### src/rtl/por_pkg.sv
package por_pkg;
  typedef enum logic [1:0] {
    ST_HOLD = 2'd0,
    ST_OSC  = 2'd1,
    ST_STEP = 2'd2,
    ST_RUN  = 2'd3
  } por_state_e;
endpackage

### src/rtl/por_sync.sv
module por_sync #(
  parameter int W      = 3,
  parameter int STAGES = 2
) (
  input  logic         clk,
  input  logic         rst,
  input  logic [W-1:0] d,
  output logic [W-1:0] q
);
  logic [W-1:0] chain [STAGES];

  generate
    for (genvar s = 0; s < STAGES; s++) begin : g_stage
      if (s == 0) begin : g_first
        always_ff @(posedge clk) begin
          if (rst) chain[0] <= '0;
          else     chain[0] <= d;
        end
      end else begin : g_next
        always_ff @(posedge clk) begin
          if (rst) chain[s] <= '0;
          else     chain[s] <= chain[s-1];
        end
      end
    end
  endgenerate

  assign q = chain[STAGES-1];
endmodule

### src/rtl/por_gap_timer.sv
module por_gap_timer #(
  parameter int GAP = 16
) (
  input  logic clk,
  input  logic rst,
  input  logic load,
  output logic expired
);
  localparam int CW = (GAP < 2) ? 1 : $clog2(GAP);
  localparam logic [CW-1:0] RELOAD = CW'(GAP - 1);

  logic [CW-1:0] cnt;

  always_ff @(posedge clk) begin
    if (rst)              cnt <= '0;
    else if (load)        cnt <= RELOAD;
    else if (cnt != '0)   cnt <= cnt - 1'b1;
  end

  assign expired = (cnt == '0);

  // a load always starts a countdown of exactly GAP-1 remaining
  p_reload_r4: assert property (@(posedge clk) disable iff (rst)
    load |=> (cnt == RELOAD));
endmodule

### src/rtl/por_fsm.sv
module por_fsm
  import por_pkg::*;
#(
  parameter int NGRP = 4
) (
  input  logic            clk,
  input  logic            rst,
  input  logic            run_s,
  input  logic            pwr_s,
  input  logic            osc_s,
  input  logic            tmr_done,
  output logic            tmr_load,
  output logic            osc_en,
  output logic [NGRP-1:0] grp_rst,
  output logic            cpu_start,
  output logic            done
);
  localparam int IW = $clog2(NGRP + 1);
  localparam logic [IW-1:0] LAST = IW'(NGRP);

  por_state_e    st;
  logic [IW-1:0] idx;
  logic          abort;

  assign abort = rst || !run_s || !pwr_s;

  assign tmr_load = ((st == ST_OSC) && osc_s) ||
                    ((st == ST_STEP) && tmr_done && (idx != LAST));

  always_ff @(posedge clk) begin
    if (abort) begin
      st        <= ST_HOLD;
      idx       <= '0;
      osc_en    <= 1'b0;
      grp_rst   <= '1;
      cpu_start <= 1'b0;
      done      <= 1'b0;
    end else begin
      case (st)
        ST_HOLD: begin
          osc_en <= 1'b1;
          st     <= ST_OSC;
        end
        ST_OSC: begin
          idx <= '0;
          if (osc_s) st <= ST_STEP;
        end
        ST_STEP: begin
          if (tmr_done) begin
            if (idx == LAST) begin
              cpu_start <= 1'b1;
              st        <= ST_RUN;
            end else begin
              for (int k = 0; k < NGRP; k++)
                if (idx == IW'(k)) grp_rst[k] <= 1'b0;
              idx <= idx + 1'b1;
            end
          end
        end
        ST_RUN: done <= 1'b1;
        default: st <= ST_HOLD;
      endcase
    end
  end

  // run low forces the full reset state on the following edge
  p_run_low_hold_r1: assert property (@(posedge clk) disable iff (rst)
    !run_s |=> (grp_rst == '1 && !osc_en && !cpu_start && !done && st == ST_HOLD));

  // supply low forces the full reset state on the following edge
  p_supply_low_hold_r2: assert property (@(posedge clk) disable iff (rst)
    !pwr_s |=> (grp_rst == '1 && !osc_en && !cpu_start && !done));

  // no group leaves reset without the oscillator enabled
  p_osc_first_r3: assert property (@(posedge clk) disable iff (rst)
    (grp_rst != '1) |-> osc_en);

  // processor start only with every group released
  p_start_after_all_r5: assert property (@(posedge clk) disable iff (rst)
    cpu_start |-> (grp_rst == '0));

  // done only follows the start
  p_done_after_start_r6: assert property (@(posedge clk) disable iff (rst)
    $rose(done) |-> $past(cpu_start));

  // completed sequence holds while run and supply stay good
  p_run_holds_r9: assert property (@(posedge clk) disable iff (rst)
    (st == ST_RUN && run_s && pwr_s) |=> (grp_rst == '0 && cpu_start));

  generate
    for (genvar k = 1; k < NGRP; k++) begin : g_order
      // group k is released only after group k-1
      p_order_r4: assert property (@(posedge clk) disable iff (rst)
        !grp_rst[k] |-> !grp_rst[k-1]);
    end
  endgenerate
endmodule

### src/rtl/por_seq_top.sv
module por_seq_top #(
  parameter int NGRP        = 4,
  parameter int GAP_CYCLES  = 16,
  parameter int SYNC_STAGES = 2
) (
  input  logic            clk,
  input  logic            rst,
  input  logic            run_in,
  input  logic            supply_ok,
  input  logic            osc_stable,
  output logic            osc_en,
  output logic [NGRP-1:0] grp_rst,
  output logic            cpu_start,
  output logic            done
);
  logic [2:0] raw_in;
  logic [2:0] sync_in;
  logic       tmr_load;
  logic       tmr_done;

  assign raw_in = {osc_stable, supply_ok, run_in};

  por_sync #(.W(3), .STAGES(SYNC_STAGES)) u_sync (
    .clk (clk),
    .rst (rst),
    .d   (raw_in),
    .q   (sync_in)
  );

  por_gap_timer #(.GAP(GAP_CYCLES)) u_timer (
    .clk     (clk),
    .rst     (rst),
    .load    (tmr_load),
    .expired (tmr_done)
  );

  por_fsm #(.NGRP(NGRP)) u_fsm (
    .clk       (clk),
    .rst       (rst),
    .run_s     (sync_in[0]),
    .pwr_s     (sync_in[1]),
    .osc_s     (sync_in[2]),
    .tmr_done  (tmr_done),
    .tmr_load  (tmr_load),
    .osc_en    (osc_en),
    .grp_rst   (grp_rst),
    .cpu_start (cpu_start),
    .done      (done)
  );
endmodule

### config.mk
export PLATFORM = sky130hd
export DESIGN_NAME = por_seq_top
export DESIGN_NICKNAME = d
export VERILOG_FILES = /design/src/rtl/por_pkg.sv /design/src/rtl/por_sync.sv /design/src/rtl/por_gap_timer.sv /design/src/rtl/por_fsm.sv /design/src/rtl/por_seq_top.sv
export SDC_FILE = /design/constraint.sdc
export NUM_CORES = 1
export LEC_CHECK = 0
export ABC_AREA = 1
export CAP_MARGIN = 5
export CORE_MARGIN = 2
export CORE_UTILIZATION = 39
export CTS_CLUSTER_DIAMETER = 50
export DETAILED_ROUTE_END_ITERATION = 10
export GPL_ROUTABILITY_DRIVEN = 1
export SYNTH_ARGS = -nofsm -noshare
export SYNTH_HDL_FRONTEND = slang
export SYNTH_HIERARCHICAL = 1
export SYNTH_SLANG_ARGS = --single-unit
### constraint.sdc
create_clock -name clk -period 1.4 [get_ports clk]
set_input_delay 0.42 -clock clk [delete_from_list [all_inputs] [get_ports clk]]
set_output_delay 0.42 -clock clk [all_outputs]
set_load 0.03 [all_outputs]
==> impl_results.md, run 1 <==
* Die area at 0.003105 sq mm
* Clock network power share at 16.8%
* Arrival @ worst endpoint at 1.61 ns
* Post-route clock period utilization at 100.3%
* Top-area cell type share of the netlist area at 42.21%
* Netlist Area Pre-Place at 0.001044 sq mm
* Overall die width at 55.73 um
* Total wirelength of the detailed-routed design at 2168 um
* Wire length of the first global-routing pass at 3732 um
* Number of top-level pins at 12
* Clock tree from TritonCTS: yes
* Core utilization of the finished layout at 58.51%
* Pin count of the biggest net entering global routing at 12
* Number of global-route vias before repair at 944
* Max-slew violation count at 0
* Dpl hpwl at 1654 um
* Share of power burned in registers at 44.8%
* Number of nets produced by synthesis at 156
* Area overhead of the layout relative to synthesis at 40.17%
* Power dissipated by switching net loads at 0.5166 mW
* Clock skew after layout at 0.004747 ns
* Maximum ir drop on the vdd rail at 0.6774 mV
* Max_cap viols at 0
* Count of endpoints failing setup in the final report at 1
* Number of cells on the worst hold path at 2
* Outcome: finished, violations left
* Beginning of the worst hold path: u_sync/chain[0][1]
* Area contributors post-synth: sky130_fd_sc_hd__dfxtp_1 (42%), sky130_fd_sc_hd__ha_1 (13%), sky130_fd_sc_hd__nand2_1 (12%)
* Total overflow reported by the global router at 0
* Post-synthesis share of cell area spent on and, or, nand and nor gates at 28.06%
* Combinational group share of total power at 38.4%
* Number of buffers created by CTS at 3
* Highest-count cells in the layout ignoring fill and taps: sky130_fd_sc_hd__buf_4 (30), sky130_fd_sc_hd__nand2_1 (28), sky130_fd_sc_hd__inv_1 (23), sky130_fd_sc_hd__nor2_1 (17), sky130_fd_sc_hd__dfxtp_1 (17)
* Capture instance of the worst register-to-register path: u_timer/cnt[3]
* Worst hold path endpoint: u_sync/chain[1][1]
* Int Power at 1.095 mW
* # diodes at 0
* Share of post-route cells with drive strength above 1 at 34.83%
* Most common cell after layout, fill and taps aside: sky130_fd_sc_hd__buf_4
* Net count reported at finish at 196
* Tightest hold margin at 0.4121 ns
* Highest achievable clock rate at 711.8 MHz
* Count of endpoints failing hold in the final timing report at 0
* Clock buffer depth at 2
* Endpoint required time on the critical path at 1.61 ns
* Class of the worst hold path: reg2reg
* P per Cell Area at 1102 mW/mm^2
* DRT antenna net count at 0
* Worst-Skew Late Latency at 0.29 ns
* Number of buffers added to fix hold violations after cts at 0
* Die Y at 55.73 um
* PnR worst setup slack at -0.004892 ns
* Kind of capture point of the worst setup path: register
* Share of the synthesized netlist area taken by xor and xnor gates at 0.8393%
* Number of distinct library cell variants in the gate-level netlist after synthesis at 18
* Reg2Reg Depth at 14
* Mux share of post-synthesis cell area at 0%
* Total routing resource utilization after global routing at 14.92%
* Unrepaired setup endpoints after global routing: yes
* Main combinational cell family by area after synthesis: simple AND/OR/NAND/NOR gates
* Final TNS setup at -0.004892 ns
* Transition time at the pin with the least slew margin at 0.2276 ns
* Vias at 946
* Gp weighted congestion at 0.8743
* Fraction of power spent switching nets at 32.06%
* Total power at 1.611 mW
* Number of levels in the clock H-tree at 1
* Row count at 18
* Clock transition at the register clock pins on the worst setup and hold paths after CTS at 0.11 ns
* Post-detailed-route wirelength per cell at 10.42 um
* Total leakage power at 0.7169 nW
* Register area share after synthesis at 42.21%
* Initial Utilization at 41.74%
* Cell count after synthesis at 140
* Failing checks: setup timing
* Share of synthesized cell area in full adder, half adder and majority cells at 13.19%
* Initial antenna violation count at 0
* Final period demand of the worst path at 1.405 ns
* Flip-flop and latch count after synthesis at 22
* Cell at the root of the clock tree: sky130_fd_sc_hd__clkbuf_4
* Post-DR vias/cell at 4.548
* Headroom to the max-slew limit at 84.80%
* Fraction of the mapped netlist area in compound gates at 5.276%
* Maximum net fanout on the critical path at 6
* Path type of the worst setup path: reg2reg
* Total of fill cells in the finished design at 236
* Number of design rule violations left after detail routing at 0
* Synth Warn # at 6
* Type of origin of the critical path: register
* Drt initial violations at 14
* Worst reg2reg setup slack at -0.005 ns
* Count of TritonRoute iterations in the first routing pass at 5
* Post-synthesis area per instance at 7.454 sq um
* Sinks on Clock Net at 22
* Count of buffers from port buffering at 11
* Worst r2r src: u_timer/cnt[0]
* Largest area contributor in the netlist: sky130_fd_sc_hd__dfxtp_1
* Worst setup slack before clock tree synthesis at -0.02062 ns
* Core Area at 0.002500 sq mm
==> cells by family after synthesis <==
kind of cell / count (synthesis)
buf+inv: 28
simple gates: 68
fa+ha+maj: 11
flops: 22
xor+xnor: 1
compound gates: 10
==> power groups by stage <==
stage / registers [mW] / clock network (mW) / logic (mW)
final: 0.722 / 0.271 / 0.618
after CTS: 0.719 / 0.294 / 0.512
after detailed placement: 0.730 / 0 / 0.476
after floorplan: 0.727 / 0 / 0.315
after global routing: 0.730 / 0.315 / 0.688
after global placement: 0.730 / 0 / 0.465
==> worst max-delay path: stages (launching register included) <==
cell,delay [ns]
sky130_fd_sc_hd__dfxtp_2,0.35
sky130_fd_sc_hd__inv_2,0.05
sky130_fd_sc_hd__ha_4,0.16
sky130_fd_sc_hd__nand2_4,0.06
sky130_fd_sc_hd__nor2_4,0.04
sky130_fd_sc_hd__nand2_2,0.10
sky130_fd_sc_hd__clkinv_4,0.06
sky130_fd_sc_hd__nand2_4,0.07
sky130_fd_sc_hd__nand2_4,0.06
sky130_fd_sc_hd__inv_6,0.07
sky130_fd_sc_hd__nand3_4,0.08
sky130_fd_sc_hd__nand2_2,0.08
sky130_fd_sc_hd__inv_1,0.04
sky130_fd_sc_hd__nand2_1,0.05
sky130_fd_sc_hd__inv_1,0.03
==> worst max path at each step <==
stage | from | end | slack (ns) | cells after the start
2_1_floorplan | u_timer/cnt[0] | u_timer/cnt[3] | -0.008 | 14
3_3_place_gp | rst | u_fsm/idx[1] | -0.01 | 4
3_5_place_dp | rst | u_fsm/idx[1] | -0.02 | 4
4_1_cts | u_timer/cnt[0] | u_timer/cnt[3] | 0.003 | 14
5_1_grt | u_timer/cnt[0] | u_timer/cnt[3] | -0.09 | 14
6_report | u_timer/cnt[0] | u_timer/cnt[3] | -0.005 | 14
==> cells in the mapped netlist (all sizes together) <==
master / n
nand2: 36
inv: 27
dfxtp: 22
nor2: 21
ha: 11
nand3: 10
a21oi: 7
o21ai: 2
a31oi: 1
clkinv: 1
nand4: 1
xnor2: 1
==> per-stage QoR <==
stage               area (sq um)  instances
global route                1463        208
CTS                         1404        206
floorplan                   1076        140
detailed placement          1356        201
finish                      1463        208
global placement            1356        201
==> sequential cells by signal (all words and copies together), names as in the netlist <==
| register | cells |
|---|---|
| u_sync/chain | 6 |
| u_fsm/grp_rst | 4 |
| u_timer/cnt | 4 |
| u_fsm/idx | 3 |
| u_fsm/st | 2 |
| u_fsm/cpu_start | 1 |
| u_fsm/done | 1 |
| u_fsm/osc_en | 1 |
==> layer usage <==
| layer | global-route usage (%) | share of wire [%] | vias up |
|---|---|---|---|
| li1 | - | - | 497 |
| met1 | 17.50 | 45 | 427 |
| met2 | 26.02 | 51 | 18 |
| met3 | 3.023 | 3.2 | 4 |
| met4 | 6.620 | 1.3 | 0 |
| met5 | 0 | 0 | - |
==> cell type report <==
cell class                 count  area (sq um)  area share, %
inverter                      28         117.6          8.041
timing repair buffer          35         276.5          18.91
tap                           30         37.54          2.566
sequential                    22         446.7          30.54
multi-input combinational     90         561.8          38.41
clock buffer                   3         22.52          1.540
==> what timing repair did <==
| action | 4_1_cts | 5_1_grt |
|---|---|---|
| buffers inserted | 2 | 2 |
| resized for setup | 3 | 14 |
| endpoints found under the setup margin | 2 | 9 |
| pin swaps | 1 | 5 |
Note: power is estimated with default switching activity, not from simulation.
==> run 2, diff against run 1 <==
==> constraint.sdc (replaced) <==
create_clock -name clk -period 1.8 [get_ports clk]
set_input_delay 0.54 -clock clk [delete_from_list [all_inputs] [get_ports clk]]
set_output_delay 0.54 -clock clk [all_outputs]
set_load 0.03 [all_outputs]
==> run 2 against run 1 <==
  * The run now ends clean
  * Power decreased by 32%
  * Setup slack improved by 0.18 ns
  * Count of clock-buffer cells in the layout increased by 1
  * Clock skew fell by 0.0018 ns
  * Combinational power is 57% lower
  * Sequential power shrank 23%
  * Routed wire length is 21% lower
  * Critical endpoint unchanged
  * Largest power group unchanged
==> impl_results.md, run 2 (synthesized netlist as in run 1, its figures left out) <==
* Core Area at 0.002500 sq mm (unchanged)
* Maximum net fanout on the critical path at 6 (unchanged)
* Post-DR vias/cell at 4.481 (was 4.548)
* Buffers inserted during post-CTS setup optimization at 0 (was 2)
* Arrival @ worst endpoint at 1.85 ns (was 1.61 ns)
* Count of endpoints failing hold in the final timing report at 0 (unchanged)
* Area overhead of the layout relative to synthesis at 19.18% (was 40.17%)
* Net count reported at finish at 174 (was 196)
* Worst reg2reg setup slack at 0.17 ns (was -0.005 ns)
* Number of cells after detailed placement at 183 (was 201)
* Share of post-route cells with drive strength above 1 at 12.74% (was 34.83%)
* Vias at 838 (was 946)
* Maximum ir drop on the vdd rail at 0.4475 mV (was 0.6774 mV)
* Number of buffers created by CTS at 3 (unchanged)
* Most common cell after layout, fill and taps aside: sky130_fd_sc_hd__nand2_1 (was sky130_fd_sc_hd__buf_4)
* Die area at 0.003105 sq mm (unchanged)
* Stage delay of the slowest cell on the critical path at 0.35 ns (about the same)
* Core utilization of the finished layout at 49.75% (was 58.51%)
* Clock transition at the register clock pins on the worst setup and hold paths after CTS at 0.12 ns (was 0.11 ns)
* Number of design rule violations left after detail routing at 0 (unchanged)
* Clock buffer depth at 2 (unchanged)
* Worst r2r src: u_timer/cnt[0] (unchanged)
* Total wirelength of the detailed-routed design at 1705 um (was 2168 um)
* Count of TritonRoute iterations in the first routing pass at 4 (was 5)
* Number of flip-flops in the largest register at 6 (unchanged)
* Number of cells on the worst hold path at 2 (unchanged)
* Overall die width at 55.73 um (unchanged)
* Total routing resource utilization after global routing at 12.60% (was 14.92%)
* Sinks on Clock Net at 22 (unchanged)
* Gates resized, CTS repair at 7 (was 3)
* Critical-path cell with the highest stage delay: sky130_fd_sc_hd__dfxtp_2 (unchanged)
* Headroom to the max-slew limit at 79.89% (was 84.80%)
* Placed instance area at 0.001206 sq mm (was 0.001356 sq mm)
* Final TNS setup at 0 ns (was -0.004892 ns)
* Cell-by-cell trace of the critical path: inv_1 -> ha_2 -> nand2_1 -> nor2_4 -> nand2_2 -> clkinv_2 -> nand2_4 -> nand2_1 -> inv_2 -> nand3_1 -> nand2_1 -> inv_1 -> nand2_1 -> inv_1 (was inv_2 -> ha_4 -> nand2_4 -> nor2_4 -> nand2_2 -> clkinv_4 -> nand2_4 -> nand2_4 -> inv_6 -> nand3_4 -> nand2_2 -> inv_1 -> nand2_1 -> inv_1)
* Pin count of the biggest net entering global routing at 13 (was 12)
* Endpoint required time on the critical path at 2.02 ns (was 1.61 ns)
* P per Cell Area at 881.7 mW/mm^2 (was 1102 mW/mm^2)
* Number of levels in the clock H-tree at 1 (unchanged)
* Top register by number of flip-flops: u_sync/chain (unchanged)
* Count of endpoints failing setup in the final report at 0 (was 1)
* Drt initial violations at 6 (was 14)
* Worst setup slack before clock tree synthesis at 0.1261 ns (was -0.02062 ns)
* Worst-Skew Late Latency at 0.31 ns (was 0.29 ns)
* Largest regs: u_sync/chain x6, u_fsm/grp_rst x4, u_timer/cnt x4 (unchanged)
* Highest-count cells in the layout ignoring fill and taps: sky130_fd_sc_hd__nand2_1 (33), sky130_fd_sc_hd__inv_1 (25), sky130_fd_sc_hd__dfxtp_1 (20), sky130_fd_sc_hd__nor2_1 (17) (was sky130_fd_sc_hd__buf_4 (30), sky130_fd_sc_hd__nand2_1 (28), sky130_fd_sc_hd__inv_1 (23), sky130_fd_sc_hd__nor2_1 (17), sky130_fd_sc_hd__dfxtp_1 (17))
* Gp weighted congestion at 0.7264 (was 0.8743)
* Initial antenna violation count at 0 (unchanged)
* Highest achievable clock rate at 614.8 MHz (was 711.8 MHz)
* PnR worst setup slack at 0.1735 ns (was -0.004892 ns)
* Path type of the worst setup path: reg2reg (unchanged)
* Number of global-route vias before repair at 810 (was 944)
* Class of the worst hold path: reg2reg (unchanged)
* Initial Utilization at 41.74% (unchanged)
* Cell at the root of the clock tree: sky130_fd_sc_hd__clkbuf_4 (unchanged)
* Total leakage power at 0.6059 nW (was 0.7169 nW)
* Wire length of the first global-routing pass at 3139 um (was 3732 um)
* Reg2Reg Depth at 14 (unchanged)
* Clock skew after layout at 0.002921 ns (was 0.004747 ns)
* Transition time at the pin with the least slew margin at 0.3029 ns (was 0.2276 ns)
* Post-detailed-route wirelength per cell at 9.118 um (was 10.42 um)
* Dpl hpwl at 1392 um (was 1654 um)
* Post-route clock period utilization at 90.36% (was 100.3%)
* Final period demand of the worst path at 1.626 ns (was 1.405 ns)
* Worst hold path endpoint: u_sync/chain[1][0] (was u_sync/chain[1][1])
* Capture instance of the worst register-to-register path: u_timer/cnt[3] (unchanged)
* Clock tree from TritonCTS: yes (unchanged)
* Type of origin of the critical path: register (unchanged)
* Kind of capture point of the worst setup path: register (unchanged)
* Max-slew violation count at 0 (unchanged)
* Total overflow reported by the global router at 0 (unchanged)
* Count of buffers from port buffering at 11 (unchanged)
* Row count at 18 (unchanged)
* Most numerous cell on the critical path: sky130_fd_sc_hd__nand2_1 (was sky130_fd_sc_hd__nand2_4)
* # diodes at 0 (unchanged)
* Finished Cell Area at 0.001244 sq mm (was 0.001463 sq mm)
* Number of top-level pins at 12 (unchanged)
* Die Y at 55.73 um (unchanged)
* Final non-filler cell total at 187 (was 208)
* Beginning of the worst hold path: u_sync/chain[0][0] (was u_sync/chain[0][1])
* Number of buffers added to fix hold violations after cts at 0 (unchanged)
* Max_cap viols at 0 (unchanged)
* DRT antenna net count at 0 (unchanged)
* Outcome: complete, no violations (was finished, violations left)
[run 2: worst max-delay path by stage]
stage	start	cells after the start	slack, ns	to
CTS	u_timer/cnt[0]	14	0.11	u_timer/cnt[3]
global placement	u_timer/cnt[0]	14	0.17	u_timer/cnt[3]
finish	u_timer/cnt[0]	14	0.17	u_timer/cnt[3]
floorplan	u_timer/cnt[0]	14	0.26	u_timer/cnt[3]
detailed placement	u_timer/cnt[0]	14	0.13	u_timer/cnt[3]
global route	u_timer/cnt[0]	14	-0.009	u_timer/cnt[3]
[run 2: where the power goes]
| group | switching [mW] | internal (mW) | leakage (nW) | total [mW] |
|---|---|---|---|---|
| logic | 0.148 | 0.117 | 0.405 | 0.265 |
| clock network | 0.149 | 0.124 | 0.0210 | 0.273 |
| registers | 0.0328 | 0.526 | 0.180 | 0.559 |
[run 2: final cells by class]
class                           count  area, sq um
Multi-Input combinational cell     90        501.7
Tap cell                           30        37.54
Clock buffer                        4        36.28
Timing Repair Buffer               13        116.4
Inverter                           28        108.9
Sequential cell                    22        442.9
Fill cell                         266         1256
[run 2: stage by stage]
step                      power [mW]  hold slack, ns
after floorplan               0.7651          0.3883
after global placement        0.8130          0.3915
after detailed placement      0.8176          0.3970
after CTS                      1.092          0.4153
after global routing           1.169          0.4325
final                          1.097          0.4131
[run 2: layer usage]
| metal | routed length (um) | vias up | GRT usage, % |
|---|---|---|---|
| li1 | - | 458 | - |
| met1 | 794 | 364 | 14.67 |
| met2 | 805 | 14 | 21.60 |
| met4 | 32 | 0 | 7.317 |
| met3 | 73 | 2 | 2.093 |
| met5 | 0 | - | 0 |
[run 2: worst max-delay path, delay by kind of cell (launching register included)]
family,cells,cell delay [ns]
adders and majority gates,1,0.21
buffers and inverters,5,0.31
DFF,1,0.35
and+or+nand+nor,8,0.67
